<file path="config.mk">
export PLATFORM = sky130hd
export DESIGN_NAME = rxcls
export DESIGN_NICKNAME = d
export VERILOG_FILES = /design/src/rtl/rxcls_pkg.sv /design/src/rtl/rxcls_cfg.sv /design/src/rtl/rxcls_classify.sv /design/src/rtl/rxcls_policy.sv /design/src/rtl/rxcls.sv
export SDC_FILE = /design/constraint.sdc
export NUM_CORES = 1
export LEC_CHECK = 0
export BUFFER_PORTS_ARGS = -buffer_cell sky130_fd_sc_hd__buf_2
export CELL_PAD_IN_SITES_DETAIL_PLACEMENT = 1
export CELL_PAD_IN_SITES_GLOBAL_PLACEMENT = 1
export CORE_ASPECT_RATIO = 1.25
export CORE_UTILIZATION = 39
export CTS_CLUSTER_DIAMETER = 100
export DETAILED_ROUTE_END_ITERATION = 12
export GPL_ROUTABILITY_DRIVEN = 0
export PLACE_DENSITY_LB_ADDON = 0.1
export SLEW_MARGIN = 20
export SYNTH_ARGS = -nofsm -noshare
export SYNTH_HDL_FRONTEND = slang
export SYNTH_SLANG_ARGS = --single-unit
</file>
<file path="constraint.sdc">
create_clock -name clk -period 4.15 [get_ports clk]
set_input_delay 0 -clock clk [delete_from_list [all_inputs] [get_ports clk]]
set_output_delay 0 -clock clk [all_outputs]
set_load 0.01 [all_outputs]
</file>
<file path="src/rtl/rxcls_pkg.sv">
package rxcls_pkg;

  // error flag vector positions
  localparam int ERR_W     = 3;
  localparam int ERR_CRC   = 0;
  localparam int ERR_CODE  = 1;
  localparam int ERR_ALIGN = 2;

  // filter classes, one copy enable each
  localparam int CLS_W     = 3;
  localparam int CLS_SHORT = 0;
  localparam int CLS_ERR   = 1;
  localparam int CLS_CTRL  = 2;

  // footer, msb first: ctrl(7) err(6:4) jabber(3) oversized(2) fragment(1) undersized(0)
  typedef struct packed {
    logic             ctrl;
    logic [ERR_W-1:0] err;
    logic             jabber;
    logic             oversized;
    logic             fragment;
    logic             undersized;
  } footer_t;

  localparam int FOOTER_W = $bits(footer_t);

endpackage

</file>
<file path="src/rtl/rxcls_cfg.sv">
module rxcls_cfg #(
  parameter int LEN_W   = 14,
  parameter int RST_MAX = 1518
) (
  input  logic             clk,
  input  logic             rst_n,
  input  logic             wr,
  input  logic [LEN_W-1:0] max_len_in,
  input  logic             copy_short_in,
  input  logic             copy_err_in,
  input  logic             copy_ctrl_in,
  output logic [LEN_W-1:0] max_len_q,
  output logic             copy_short_q,
  output logic             copy_err_q,
  output logic             copy_ctrl_q
);

  logic [LEN_W-1:0] max_len_d;
  logic             copy_short_d;
  logic             copy_err_d;
  logic             copy_ctrl_d;

  always_comb begin
    max_len_d    = max_len_q;
    copy_short_d = copy_short_q;
    copy_err_d   = copy_err_q;
    copy_ctrl_d  = copy_ctrl_q;
    if (wr) begin
      max_len_d    = max_len_in;
      copy_short_d = copy_short_in;
      copy_err_d   = copy_err_in;
      copy_ctrl_d  = copy_ctrl_in;
    end
  end

  always_ff @(posedge clk or negedge rst_n) begin
    if (!rst_n) begin
      max_len_q    <= LEN_W'(RST_MAX);
      copy_short_q <= 1'b0;
      copy_err_q   <= 1'b0;
      copy_ctrl_q  <= 1'b0;
    end else begin
      max_len_q    <= max_len_d;
      copy_short_q <= copy_short_d;
      copy_err_q   <= copy_err_d;
      copy_ctrl_q  <= copy_ctrl_d;
    end
  end

endmodule

</file>
<file path="src/rtl/rxcls_classify.sv">
module rxcls_classify
  import rxcls_pkg::*;
#(
  parameter int CNT_W   = 16,
  parameter int LEN_W   = 14,
  parameter int MIN_LEN = 64
) (
  input  logic [CNT_W-1:0] byte_cnt,
  input  logic [LEN_W-1:0] max_len,
  input  logic [ERR_W-1:0] err,
  input  logic             is_ctrl,
  output footer_t          footer
);

  logic is_short;
  logic is_long;
  logic any_err;

  always_comb begin
    is_short = byte_cnt < CNT_W'(MIN_LEN);
    is_long  = byte_cnt > CNT_W'(max_len);
    any_err  = |err;

    footer            = '0;
    footer.ctrl       = is_ctrl;
    footer.err        = err;
    footer.undersized = is_short && !any_err;
    footer.fragment   = is_short &&  any_err;
    footer.oversized  = is_long  && !any_err;
    footer.jabber     = is_long  &&  any_err;
  end

endmodule

</file>
<file path="src/rtl/rxcls_policy.sv">
module rxcls_policy
  import rxcls_pkg::*;
(
  input  footer_t          footer,
  input  logic [CLS_W-1:0] copy_en,
  output logic             keep
);

  logic [CLS_W-1:0] member;
  logic [CLS_W-1:0] allowed;

  always_comb begin
    member            = '0;
    member[CLS_SHORT] = footer.undersized | footer.fragment;
    member[CLS_ERR]   = |footer.err;
    member[CLS_CTRL]  = footer.ctrl;
  end

  for (genvar i = 0; i < CLS_W; i++) begin : g_cls
    assign allowed[i] = !member[i] || copy_en[i];
  end

  assign keep = &allowed;

endmodule

</file>
<file path="src/rtl/rxcls.sv">
module rxcls
  import rxcls_pkg::*;
#(
  parameter int CNT_W   = 16,
  parameter int LEN_W   = 14,
  parameter int MIN_LEN = 64,
  parameter int RST_MAX = 1518
) (
  input  logic                clk,
  input  logic                rst_n,
  input  logic                cfg_wr,
  input  logic [LEN_W-1:0]    cfg_max_len_in,
  input  logic                cfg_copy_short_in,
  input  logic                cfg_copy_err_in,
  input  logic                cfg_copy_ctrl_in,
  input  logic                eof,
  input  logic [CNT_W-1:0]    byte_cnt,
  input  logic                crc_err,
  input  logic                code_err,
  input  logic                align_err,
  input  logic                is_ctrl,
  output logic                res_valid,
  output logic                res_keep,
  output logic [FOOTER_W-1:0] res_footer
);

  logic [LEN_W-1:0] cfg_max_len;
  logic             cfg_copy_short;
  logic             cfg_copy_err;
  logic             cfg_copy_ctrl;

  logic [ERR_W-1:0] err_vec;
  logic [CLS_W-1:0] copy_en;
  footer_t          cls_footer;
  logic             cls_keep;

  logic                valid_d;
  logic                keep_d;
  logic [FOOTER_W-1:0] footer_d;

  rxcls_cfg #(.LEN_W(LEN_W), .RST_MAX(RST_MAX)) u_cfg (
    .clk           (clk),
    .rst_n         (rst_n),
    .wr            (cfg_wr),
    .max_len_in    (cfg_max_len_in),
    .copy_short_in (cfg_copy_short_in),
    .copy_err_in   (cfg_copy_err_in),
    .copy_ctrl_in  (cfg_copy_ctrl_in),
    .max_len_q     (cfg_max_len),
    .copy_short_q  (cfg_copy_short),
    .copy_err_q    (cfg_copy_err),
    .copy_ctrl_q   (cfg_copy_ctrl)
  );

  always_comb begin
    err_vec            = '0;
    err_vec[ERR_CRC]   = crc_err;
    err_vec[ERR_CODE]  = code_err;
    err_vec[ERR_ALIGN] = align_err;
    copy_en            = '0;
    copy_en[CLS_SHORT] = cfg_copy_short;
    copy_en[CLS_ERR]   = cfg_copy_err;
    copy_en[CLS_CTRL]  = cfg_copy_ctrl;
  end

  rxcls_classify #(.CNT_W(CNT_W), .LEN_W(LEN_W), .MIN_LEN(MIN_LEN)) u_classify (
    .byte_cnt (byte_cnt),
    .max_len  (cfg_max_len),
    .err      (err_vec),
    .is_ctrl  (is_ctrl),
    .footer   (cls_footer)
  );

  rxcls_policy u_policy (
    .footer  (cls_footer),
    .copy_en (copy_en),
    .keep    (cls_keep)
  );

  // result stage: outputs are zero outside the valid pulse
  always_comb begin
    valid_d  = eof;
    keep_d   = 1'b0;
    footer_d = '0;
    if (eof) begin
      keep_d   = cls_keep;
      footer_d = cls_footer;
    end
  end

  always_ff @(posedge clk or negedge rst_n) begin
    if (!rst_n) begin
      res_valid  <= 1'b0;
      res_keep   <= 1'b0;
      res_footer <= '0;
    end else begin
      res_valid  <= valid_d;
      res_keep   <= keep_d;
      res_footer <= footer_d;
    end
  end

endmodule

</file>
# Yosys cells after proc, flatten, opt, wreduce, memory -nomap -nowiden
# Cells that the tools add are included.
# classes
n_lt_le_gt_ge	2
n_mux	2
bitwise	1
reduce_logical	12
# ops
operator	count
$gt 16x14->1	1
$lt 16x7->1 const B	1
$mux 8	1
$logic_and 1x1->1	4
$logic_not 1->1	3
$logic_or 1x1->1	3
$reduce_and 3->1	1
$reduce_or 3->1	1
$mux 1	1
$or 1x1->1	1
# totals
regBits	27
inputBits	41
output_inout_bits	10

# Depth between registers and ports, before layout
# logic_depth
word_depth	8
mapped_depth	7

# By module
# Synthesis repeated with hierarchy kept, for this count alone.
# unflattened
hier_cells	121
area_unflattened_um2	1490.2
# by_module_without_submodules
mod	instances	cells_per_inst	area_per_inst_um2	seq_area_each_um2
rxcls_cfg	1	36	695.7	435.4
rxcls_classify	1	62	456.7	0.0
rxcls	1	19	306.5	250.2
rxcls_policy	1	4	31.3	0.0

# Worst setup path after synthesis
# Ideal clock, no wire load.
# synth_timing
path_kind	register to register
start	reg u_cfg.max_len_q[1]
end	reg res_footer[2]
setup_ns	0.131
arrival_time_ns	1.544
slack_ns	2.475
stages_incl_launch_ff	8
period_less_slack_ns	1.675
cell_sequence	dfstp_2 > inv_1 > ha_1 > nor2b_1 > o211ai_1 > a21oi_1 > nor4_4 > nor3_1
# synth_between
elab_chain_len	3
# synth_lines
item	line	source
start: declaration	rxcls_cfg.sv:12	output logic [LEN_W-1:0] max_len_q,
start signal: assignment	rxcls_cfg.sv:38	max_len_q <= LEN_W'(RST_MAX);
start signal: assignment	rxcls_cfg.sv:43	max_len_q <= max_len_d;
$gt 16x14->1	rxcls_classify.sv:21	is_long = byte_cnt > CNT_W'(max_len);
$logic_and 1x1->1	rxcls_classify.sv:29	footer.oversized = is_long && !any_err;
$mux 8	rxcls.sv:85	if (eof) begin
net footer_d[2]	rxcls.sv:39	logic [FOOTER_W-1:0] footer_d;
end signal: assignment	rxcls.sv:99	res_footer <= footer_d;
end: declaration	rxcls.sv:24	output logic [FOOTER_W-1:0] res_footer
# The timed path passes the listed nets, and every way through them passes these cells.
# A chain may end at the register's enable or synchronous reset.

# Worst setup path in the final report
# Same ends and word-level chain as after synthesis.

==> impl_metrics.yaml <==
worst_setup_path:
  worstSetupEndpointType: "flop"
  path_buf_inv: 1
  path_max_fanout: 2
  critPathLaunchType: "flop"
  critPathTopFamily: "simple AND/OR/NAND/NOR gates"
  crit_chain: "inv_1 > ha_1 > nor2b_1 > o211ai_1 > a21oi_1 > nor4_4 > nor3_1"
  cp_data_arrival_time_ns: 1.92
  slowest_stage: "dfstp_2"
  required_ns: 4.31
  critPathKind: "flop to flop"
  cp_slowest_stage_delay_ns: 0.52
clocking:
  htreeDepth: 1
  insertion_delay_ns: 0.27
  path_clk_slew_ns: 0.09
  cts_tree: "built"
  clockRootBuffer: "clkbuf_8"
  clockBufferDepth: 2
  cts_buffers: 3
  clock_sinks: 27
  cts_setup_buffers: 0
detailed_routing:
  ant_nets: 0
  vias_per_cell: 5.04
  wl_um: 3500
  drc: 0
  firstDrtPassIters: 2
  routedWlPerCell_um: 14.7
  dr_total_vias: 1200
  drt_first_iter_violations: 9
sta:
  setup_ws_ns: 2.38
  hold_viol: 0
  rsz0062_at_grt: "false"
  report.final.setup_viol: 0
  setup_tns_ns: 0
  post-route-min-period_ns: 1.77
  fin_crit_sh: 0.425
  maxSlewHeadroom: 0.600
  max_slew.worst_pin.slew_ns: 0.600
  achievable-frequency_ghz: 0.566
  slew_violations: 0
  skew_ns: 0.00470
grt:
  met1_usage: 0.235
  antenna_found_initial: 0
  grtUsageMet3: 0.0244
  grt_pass1_wl_um: 5680
  grt_pass1_vias: 1278
  grtUsageTotal: 0.220
  grt_busiest_layer: "met2"
  gr-total-overflow: 0
  grt_use_met2: 0.408
  grt_max_degree: 31
final_layout:
  insertedDiodeCount: 0
  fill_cells: 374
  finalNonFillerCells: 238
  layout-drive-gt1-share: 0.338
  area_delta_synth_final_pct: 41.3
  layout.nets: 257
floorplan:
  rows: 23
  die-area_mm2: 0.00372
  coreArea_mm2: 0.00325
  die_x_um: 54.7
  io_pins: 51
  die_height_um: 67.9
  initial_core_util: 0.417
synth:
  syn-instance-count: 127
  synth_edf_count: 0
  synth_nets: 182
  synth_area_mm2: 0.00136
  yosys.area.top_type: "dfrtp_1"
  yosysSeqAreaShare: 0.506
  synth.top_cell.area_share: 0.351
  syn_area_per_cell_um2: 10.7
  yosysWarnings: 0
  ys_top_cells_by_area: "dfrtp_1 (35%), dfstp_2 (16%), ha_1 (13%), o21ai_1 (5.2%), nand2_1 (4.4%)"
  synth_flop_cell: "dfrtp_1"
  async_flop_share: 1.00
  ys_types: 29
  synth-seq-cells: 27
place:
  port_buffers: 50
  pre_cts_ws_ns: 2.37
  dp.cells: 211
  dp_hpwl_um: 2500
outcome:
  outcome: "finished, final reports clean"
run:
  maxCapViolations: 0
power_and_ir_drop:
  leakage_nw: 0.952
  power_density_mw_per_mm2: 299
  peakVddDrop_mv: 0.230
min_path:
  hold_class: "input pin to flop"
==> stage by stage <==
| step | total power [mW] | hold slack, ns | utilization | instance area, um^2 |
|---|---|---|---|---|
| finish | 0.572 | 0.0948 | 0.589 | 1910 |
| detailed placement | 0.410 | 0.0522 | 0.504 | 1640 |
| floorplan | 0.361 | -0.296 | - | 1360 |
| global route | 0.610 | 0.127 | 0.589 | 1910 |
| global placement | 0.403 | 0.0387 | 0.504 | 1640 |
| CTS | 0.579 | 0.104 | 0.589 | 1910 |
==> cell usage in the layout, fill, tap and decap left out, drive strengths merged <==
master and count:
o21ai 15, dfrtp 19, buf 50, nor3b 1, dfstp 8, ha 14, and2 4, a211o 1
o211ai 3, nand3 1, a211oi 1, nand2 16, nor3 3, clkbuf 4, nor4 4, nand4 3
nor4b 1, inv 15, o221ai 1, a21oi 3, dlygate4sd3 23, nor2b 1, mux2 4, nor2 6
==> cells by family after synthesis <==
group,after synthesis,synth area share
DFF,27,0.506
AOI/OAI and AO/OA,24,0.109
buffers and inverters,18,0.0508
and+or+nand+nor,40,0.172
adders and majority gates,14,0.129
muxes,4,0.0332
==> path summary, 6_finish.rpt <==
| kind | from | endpoint | slack (ns) | cells after the start |
|---|---|---|---|---|
| worst min register to register | u_cfg.max_len_q[10] | u_cfg.max_len_q[10] | 0.50 | 2 |
| min in group asynchronous | rst_n | u_cfg.max_len_q[11] | 0.26 | 2 |
| worst max register to register | u_cfg.max_len_q[1] | res_footer[2] | 2.38 | 7 |
| worst min-delay path | byte_cnt[9] | res_footer[0] | 0.09 | 4 |
| worst max-delay path | u_cfg.max_len_q[1] | res_footer[2] | 2.38 | 7 |
| max in group asynchronous | rst_n | u_cfg.max_len_q[4] | 3.50 | 2 |
==> per-layer routing <==
metal	routed length [um]	vias up
met5	0	-
met1	1360	571
li1	-	582
met3	141	8
met2	1910	39
met4	86	0
==> synth_stat cells, types with 3 or more instances <==
library cell	number
dfrtp_1	19
and2_1	4
a21oi_1	3
ha_1	14
inv_1	15
o21ai_1	14
dfstp_2	8
nand2_1	16
mux2_1	4
nor2_1	6
==> flip-flops by register name, summed over array words and instances (netlist names) <==
| name | cells |
|---|---|
| res_valid | 1 |
| res_keep | 1 |
| u_cfg.max_len_q | 14 |
| u_cfg.copy_short_q | 1 |
| u_cfg.copy_ctrl_q | 1 |
| u_cfg.copy_err_q | 1 |
| res_footer | 8 |
==> final cells by class <==
cell class,instances,area [um^2],area share
clock buffers,4,45.0,0.0235
repair buffers,73,480,0.251
inverters,15,56.3,0.0294
multi-input cells,82,601,0.314
flip-flops and latches,27,686,0.358
well taps,37,46.3,0.0242
==> report_power, final <==
part | switching, mW | internal, mW
logic | 0.0645 | 0.0624
registers | 0.00709 | 0.288
clock network | 0.0816 | 0.0688
total | 0.153 | 0.419
==> repair_timing <==
action / CTS / global route
hold buffers: 23 / 0
endpoints found under the hold margin: 41 / 0
resized for setup: 0 / 0
==> worst min-delay path: stages <==
cell,delay [ns]
buf_2,0.09
nor4_1,0.05
nand3_1,0.13
nor2_1,0.07
(Power assumes the default switching activity.)
